==> src/rtl/nbd_pkg.sv <==
package nbd_pkg;
   typedef enum logic [2:0] {
      CYC_OFF,
      CYC_IDLE,
      CYC_CMD,
      CYC_ADDR,
      CYC_OTHER
   } cyc_e;

   localparam logic [7:0] OP_STAT_ENH = 8'h78;

   // Expected number of address bytes per opcode
   function automatic int unsigned addr_len(input logic [7:0] op);
      case (op)
         8'h00, 8'h80, 8'h85: return 5;
         8'h60, 8'h78:        return 3;
         8'h05:               return 2;
         8'h90, 8'hEE, 8'hEF: return 1;
         default:             return 0;
      endcase
   endfunction
endpackage

==> src/rtl/nbd_classify.sv <==
module nbd_classify
   import nbd_pkg::*;
(
   input  logic ce_n,
   input  logic cle,
   input  logic ale,
   input  logic dir_wr,
   output cyc_e cyc
);
   always_comb begin
      if (ce_n)                        cyc = CYC_OFF;
      else if (!cle && !ale)           cyc = CYC_IDLE;
      else if (cle && !ale && dir_wr)  cyc = CYC_CMD;
      else if (ale && !cle && dir_wr)  cyc = CYC_ADDR;
      else                             cyc = CYC_OTHER;
   end
endmodule

==> src/rtl/nbd_range_chk.sv <==
module nbd_range_chk #(
   parameter int ADDR_BYTES = 5,
   parameter int ADDR_BITS  = 36,
   localparam int CW = $clog2(ADDR_BYTES + 1)
) (
   input  logic [CW-1:0] idx,
   input  logic [7:0]    data,
   output logic          bad
);
   logic [7:0] mask [ADDR_BYTES];

   for (genvar gi = 0; gi < ADDR_BYTES; gi++) begin : g_byte
      for (genvar gb = 0; gb < 8; gb++) begin : g_bit
         assign mask[gi][gb] = ((gi * 8 + gb) >= ADDR_BITS);
      end
   end

   always_comb begin
      bad = 1'b0;
      for (int i = 0; i < ADDR_BYTES; i++) begin
         if (idx == CW'(i)) bad = |(data & mask[i]);
      end
   end
endmodule

==> src/rtl/nbd_cad_timer.sv <==
module nbd_cad_timer #(
   parameter int CAD_W       = 4,
   parameter bit CAD_SATURATE = 1'b1
) (
   input  logic             clk,
   input  logic             rst_n,
   input  logic             restart,
   output logic [CAD_W-1:0] cnt
);
   logic [CAD_W-1:0] nxt;

   if (CAD_SATURATE) begin : g_sat
      assign nxt = (&cnt) ? cnt : cnt + 1'b1;
   end else begin : g_wrap
      assign nxt = cnt + 1'b1;
   end

   always_ff @(posedge clk or negedge rst_n) begin
      if (!rst_n)       cnt <= '0;
      else if (restart) cnt <= '0;
      else              cnt <= nxt;
   end

   AST_CAD_RESTART: assert property (@(posedge clk) disable iff (!rst_n)
      $past(restart) |-> cnt == '0);
endmodule

==> src/rtl/nbd_addr_collect.sv <==
module nbd_addr_collect
   import nbd_pkg::*;
#(
   parameter int ADDR_BYTES = 5,
   parameter int ADDR_BITS  = 36,
   localparam int CW = $clog2(ADDR_BYTES + 1),
   localparam int AW = 8 * ADDR_BYTES
) (
   input  logic          clk,
   input  logic          rst_n,
   input  cyc_e          cyc,
   input  logic [7:0]    dq,
   input  logic          die_ready,
   input  logic          tck_long,
   output logic [7:0]    cmd_q,
   output logic          cmd_valid,
   output logic [AW-1:0] addr_q,
   output logic [CW-1:0] addr_cnt,
   output logic          addr_done,
   output logic          addr_drop,
   output logic          idle_err,
   output logic          range_err
);
   logic          pend_q;
   logic [CW-1:0] exp_n;
   logic          accept;
   logic          bad_bits;

   always_comb begin
      int unsigned l;
      l = addr_len(cmd_q);
      exp_n = (l > ADDR_BYTES) ? CW'(ADDR_BYTES) : CW'(l);
   end

   assign accept = (cyc == CYC_ADDR) && (die_ready || cmd_q == OP_STAT_ENH)
                   && (addr_cnt < exp_n);

   nbd_range_chk #(.ADDR_BYTES(ADDR_BYTES), .ADDR_BITS(ADDR_BITS)) rng_i (
      .idx(addr_cnt), .data(dq), .bad(bad_bits));

   always_ff @(posedge clk or negedge rst_n) begin
      if (!rst_n) begin
         cmd_q <= '0; cmd_valid <= 1'b0; addr_q <= '0; addr_cnt <= '0;
         addr_done <= 1'b0; addr_drop <= 1'b0; idle_err <= 1'b0;
         range_err <= 1'b0; pend_q <= 1'b0;
      end else begin
         cmd_valid <= 1'b0;
         addr_done <= 1'b0;
         addr_drop <= 1'b0;
         range_err <= 1'b0;
         pend_q    <= 1'b0;
         idle_err  <= pend_q && (cyc != CYC_IDLE) && (cyc != CYC_OFF);
         case (cyc)
            CYC_OFF: addr_cnt <= '0;
            CYC_CMD: begin
               cmd_q     <= dq;
               cmd_valid <= 1'b1;
               addr_q    <= '0;
               addr_cnt  <= '0;
            end
            CYC_ADDR: begin
               if (accept) begin
                  for (int i = 0; i < ADDR_BYTES; i++)
                     if (addr_cnt == CW'(i)) addr_q[i*8 +: 8] <= dq;
                  addr_cnt  <= addr_cnt + 1'b1;
                  addr_done <= (addr_cnt + 1'b1 == exp_n);
                  range_err <= bad_bits;
                  pend_q    <= !tck_long;
               end else begin
                  addr_drop <= 1'b1;
               end
            end
            default: ;
         endcase
      end
   end

   AST_IDLE_NEEDS_PEND: assert property (@(posedge clk) disable iff (!rst_n)
      idle_err |-> $past(pend_q));
   AST_WAIVER: assert property (@(posedge clk) disable iff (!rst_n)
      $past(tck_long, 2) |-> !idle_err);
   AST_DONE_LEN: assert property (@(posedge clk) disable iff (!rst_n)
      addr_done |-> addr_cnt == exp_n);
   AST_NO_OVERFLOW: assert property (@(posedge clk) disable iff (!rst_n)
      addr_cnt <= CW'(ADDR_BYTES));
   AST_CMD_CLEARS: assert property (@(posedge clk) disable iff (!rst_n)
      cmd_valid |-> (addr_cnt == '0 && addr_q == '0));
endmodule

==> src/rtl/nand_cyc_decoder.sv <==
module nand_cyc_decoder
   import nbd_pkg::*;
#(
   parameter int ADDR_BYTES   = 5,
   parameter int ADDR_BITS    = 36,
   parameter int CAD_W        = 4,
   parameter bit CAD_SATURATE = 1'b1,
   localparam int CW = $clog2(ADDR_BYTES + 1),
   localparam int AW = 8 * ADDR_BYTES
) (
   input  logic             clk,
   input  logic             rst_n,
   input  logic             ce_n,
   input  logic             cle,
   input  logic             ale,
   input  logic             dir_wr,
   input  logic [7:0]       dq,
   input  logic             die_ready,
   input  logic             tck_long,
   output logic [7:0]       cmd_q,
   output logic             cmd_valid,
   output logic [AW-1:0]    addr_q,
   output logic [CW-1:0]    addr_cnt,
   output logic             addr_done,
   output logic             addr_drop,
   output logic             idle_err,
   output logic             range_err,
   output logic [CAD_W-1:0] cad_cnt
);
   if (ADDR_BYTES < 1 || ADDR_BYTES > 8) begin : g_bad_bytes
      $error("ADDR_BYTES must be 1..8");
   end
   if (ADDR_BITS <= 8 * (ADDR_BYTES - 1) || ADDR_BITS > AW) begin : g_bad_bits
      $error("ADDR_BITS must fall inside the last address byte");
   end
   if (CAD_W < 2) begin : g_bad_cad
      $error("CAD_W must be at least 2");
   end

   cyc_e cyc;

   nbd_classify cls_i (
      .ce_n(ce_n), .cle(cle), .ale(ale), .dir_wr(dir_wr), .cyc(cyc));

   nbd_addr_collect #(.ADDR_BYTES(ADDR_BYTES), .ADDR_BITS(ADDR_BITS)) col_i (
      .clk(clk), .rst_n(rst_n), .cyc(cyc), .dq(dq), .die_ready(die_ready),
      .tck_long(tck_long), .cmd_q(cmd_q), .cmd_valid(cmd_valid),
      .addr_q(addr_q), .addr_cnt(addr_cnt), .addr_done(addr_done),
      .addr_drop(addr_drop), .idle_err(idle_err), .range_err(range_err));

   nbd_cad_timer #(.CAD_W(CAD_W), .CAD_SATURATE(CAD_SATURATE)) cad_i (
      .clk(clk), .rst_n(rst_n), .restart(cyc == CYC_CMD), .cnt(cad_cnt));

   AST_BUSY_FREEZE: assert property (@(posedge clk) disable iff (!rst_n)
      (!ce_n && ale && !cle && dir_wr && !die_ready && cmd_q != OP_STAT_ENH)
      |=> $stable(addr_cnt));
   AST_CE_CLEARS: assert property (@(posedge clk) disable iff (!rst_n)
      $past(ce_n) |-> (addr_cnt == '0 && !idle_err));
endmodule

==> config.mk <==
export PLATFORM = sky130hd
export DESIGN_NAME = nand_cyc_decoder
export DESIGN_NICKNAME = d
export VERILOG_FILES = /design/src/rtl/nbd_pkg.sv /design/src/rtl/nbd_classify.sv /design/src/rtl/nbd_range_chk.sv /design/src/rtl/nbd_cad_timer.sv /design/src/rtl/nbd_addr_collect.sv /design/src/rtl/nand_cyc_decoder.sv
export SDC_FILE = /design/constraint.sdc
export NUM_CORES = 1
export LEC_CHECK = 0
export BUFFER_PORTS_ARGS = -buffer_cell sky130_fd_sc_hd__buf_2
export CAP_MARGIN = 5
export CORE_ASPECT_RATIO = 0.8
export CORE_UTILIZATION = 40
export DETAILED_ROUTE_END_ITERATION = 16
export HOLD_SLACK_MARGIN = 0.08
export MAX_ROUTING_LAYER = met4
export PLACE_DENSITY = 0.61
export SYNTH_ARGS = -nofsm -noshare
export SYNTH_HDL_FRONTEND = slang
export SYNTH_SLANG_ARGS = --single-unit
==> constraint.sdc <==
create_clock -name clk -period 7.02 [get_ports clk]
set_clock_uncertainty 0.05 [all_clocks]
set_input_delay 1.404 -clock clk [delete_from_list [all_inputs] [get_ports clk]]
set_output_delay 1.404 -clock clk [all_outputs]
set_load 0.02 [all_outputs]
==> run_results.csv <==
group,metric,value,unit
status,outcome,"complete, no violations",
grt,grt_pass1_wl,12.0,mm
power_and_ir_drop,cellPowerDensity,260,nW/µm²
sta,fmax,0.288,GHz
floorplanning,die_y,77.8,µm
floorplanning,die_x,96.7,µm
yosys,synth_edf_count,0,
critical_path,cp_max_fo,16,
yosys,async_reset_ff_share,100,%
sta,min_period,3480,ps
grt,use_met2,26.9,%
sta,setup_violations,0,
sta,tns,0,ps
clock_tree,cts_buffers,9,
floorplanning,core,6930,µm²
clock_tree,htreeDepth,3,
sta,grt_setup_unrepaired,"false",
yosys,synth_top_flop_cell,"dfrtp_1",
grt,grt_pass1_vias,2229,
drt,drt-wirelength-per-cell,16.6,µm
yosys,synthCells,280,
drt,wl,7.43,mm
sta,hold_viol_final,0,
floorplanning,fp-row-count,27,
drt,drtPass1Iterations,4,
sta,timing.final.crit_share,49.5,%
yosys,ys_ff_latch,61,
grt,grt_use_total,21.3,%
clock_tree,clk_transition_reported_paths,70,ps
floorplanning,dieArea,7520,µm²
drt,viasPerCell,5.46,
clock_tree,ctsResizeCount,0,
clock_tree,cts_root_buffer,"clkbuf_8",
critical_path,cp-start-kind,"flip-flop",
yosys,yosys_warnings,0,
grt,grt_use_met3,6.49,%
grt,antenna_found_initial,0,
critical_path,crit_type,"reg -> reg",
job,cap_violations,0,
drt,antenna_left,0,
grt,grt_util_met1,32.7,%
yosys,syn_area_per_cell,10.2,µm²
placed_design,dpl.hpwl,4.96,mm
sta,holdWs,453,ps
power_and_ir_drop,ir_worst_vdd,0.000121,V
sta,drv_slew,0,
hold_path,hold_class,"reg -> reg",
drt,drc,0,
grt,grt-ovfl-total,0,
final_layout,postLayoutCoreUtil,50.6,%
final_layout,drive_gt1_share,29.7,%
yosys,synth_cell_types,44,
clock_tree,worstSkewPairLatency,340,ps
clock_tree,hold_buffers,0,
final_layout,areaGrowthSynthToFinish,22.1,%
critical_path,worstPathArrival,3690,ps
clock_tree,cts_tree,"built",
grt,busiest_layer,"met1",
sta,tightest_slew,814,ps
floorplanning,num_io_pins,76,
final_layout,fin_nets,380,
clock_tree,cts_setup_buffers,0,
clock_tree,cts_sinks,61,
clock_tree,clock_path_buffers,2,
final_layout,antennaDiodeCount,0,
placed_design,port_buffers,75,
floorplanning,initial_core_util,41.4,%
drt,drt-initial-drc-count,257,
yosys,synth_fp_nets,305,
critical_path,endpoint_kind,"flip-flop",
yosys,seq_area_frac_synth,53.2,%
grt,grt_max_degree,62,
critical_path,cp.required,7230,ps
drt,vias,2441,
sta,slew_headroom,45.3,%
yosys,syn_area,2870,µm²
power_and_ir_drop,p_leak,1.75,nW
placed_design,gp_congestion,0.779,
==> per-layer routing <==
layer  vias up  share of wire (%)
met3         9                6.6
met2        88                 43
met4         0               0.92
met5         -                  0
met1      1199                 50
li1       1145                  -
==> path summary, 6_finish.rpt <==
check,slack (ps),endpoint,depth (start not counted),start
worst max-delay path,3540,col_i.addr_q[10],10,col_i.cmd_q[3]
worst max register to register,3540,col_i.addr_q[10],10,col_i.cmd_q[3]
min in group asynchronous,1170,col_i.cmd_valid,2,rst_n
max in group asynchronous,5230,col_i.addr_q[0],2,rst_n
worst min-delay path,450,col_i.addr_q[26],1,col_i.addr_q[26]
worst min register to register,450,col_i.addr_q[26],1,col_i.addr_q[26]
==> critical path, stage by stage (launching register included) <==
cell and delay [ps]:
dfrtp_1 460, or4_1 580, nand4bb_1 230, o21a_1 150, ha_1 260, nor2b_1 120, o21a_1 280, nor4_2 720
buf_4 340, nand3_1 100, o21ai_0 100
==> kinds of logic (layout without fill, tap and decap cells) <==
family	after synthesis	in the layout	synth area share, %
compound gates	49	49	11.7
flops	61	61	53.2
buf+inv	22	102	3.36
simple gates	133	133	25.9
mux	1	1	0.349
xor+xnor	5	5	1.53
fa+ha+maj	9	9	3.93
==> state kept, by name, summed over array words and instances, names as in the netlist <==
name             count
col_i.addr_drop      1
col_i.addr_cnt       3
col_i.idle_err       1
col_i.cmd_valid      1
cad_i.cnt            4
col_i.addr_done      1
col_i.range_err      1
col_i.addr_q        40
col_i.pend_q         1
col_i.cmd_q          8
==> report_power, final <==
part / internal [mW] / leakage (nW) / switching, mW / total [mW]
Clock: 0.165 / 0.0996 / 0.149 / 0.314
Sequential: 0.380 / 0.830 / 0.0411 / 0.421
Combinational: 0.0628 / 0.818 / 0.112 / 0.174
Total: 0.607 / 1.75 / 0.302 / 0.909
==> cells in the final DEF (no fill, tap or decap), types with 2 or more instances in the layout <==
cell type,count
a22o_1,16
a31oi_1,3
and2_1,2
buf_2,75
buf_4,2
clkbuf_8,9
clkinv_2,2
clkinv_4,2
dfrtp_1,61
ha_1,9
inv_1,9
nand2_1,51
nand3_1,44
nor2_1,8
nor2b_1,2
nor3_1,2
nor3b_1,3
nor4_1,3
nor4_4,4
o21a_1,2
o21ai_0,11
o21ai_1,10
o21ai_2,2
xnor2_1,4
==> through the flow <==
stage	power, mW	area [µm²]	std cells	setup slack (ps)
2_1_floorplan	0.533	2870	280	3880
3_5_place_dp	0.603	3310	431	3260
6_report	0.909	3500	447	3540
4_1_cts	0.917	3500	447	3550
3_3_place_gp	0.599	3310	431	3320
5_1_grt	0.953	3500	447	3330
==> final cells by class <==
type | count | area [µm²]
Clock buffer | 9 | 124
Clock inverter | 7 | 73.8
Timing Repair Buffer | 77 | 390
Inverter | 9 | 33.8
Sequential cell | 61 | 1530
Fill cell | 671 | 3420
Multi-Input combinational cell | 197 | 1250
Tap cell | 87 | 109
==> cells in the mapped netlist, types with 5 or more instances <==
cell,number,area [µm²]
dfrtp_1,61,1530
nand2_1,51,191
nand3_1,44,220
a22o_1,16,140
o21ai_0,11,55.1
o21ai_1,10,50.1
ha_1,9,113
inv_1,9,33.8
nor2_1,8,30.0
clkbuf_1,6,22.5
buf_2,5,25.0
No activity file was read; power rests on OpenSTA's default activity.
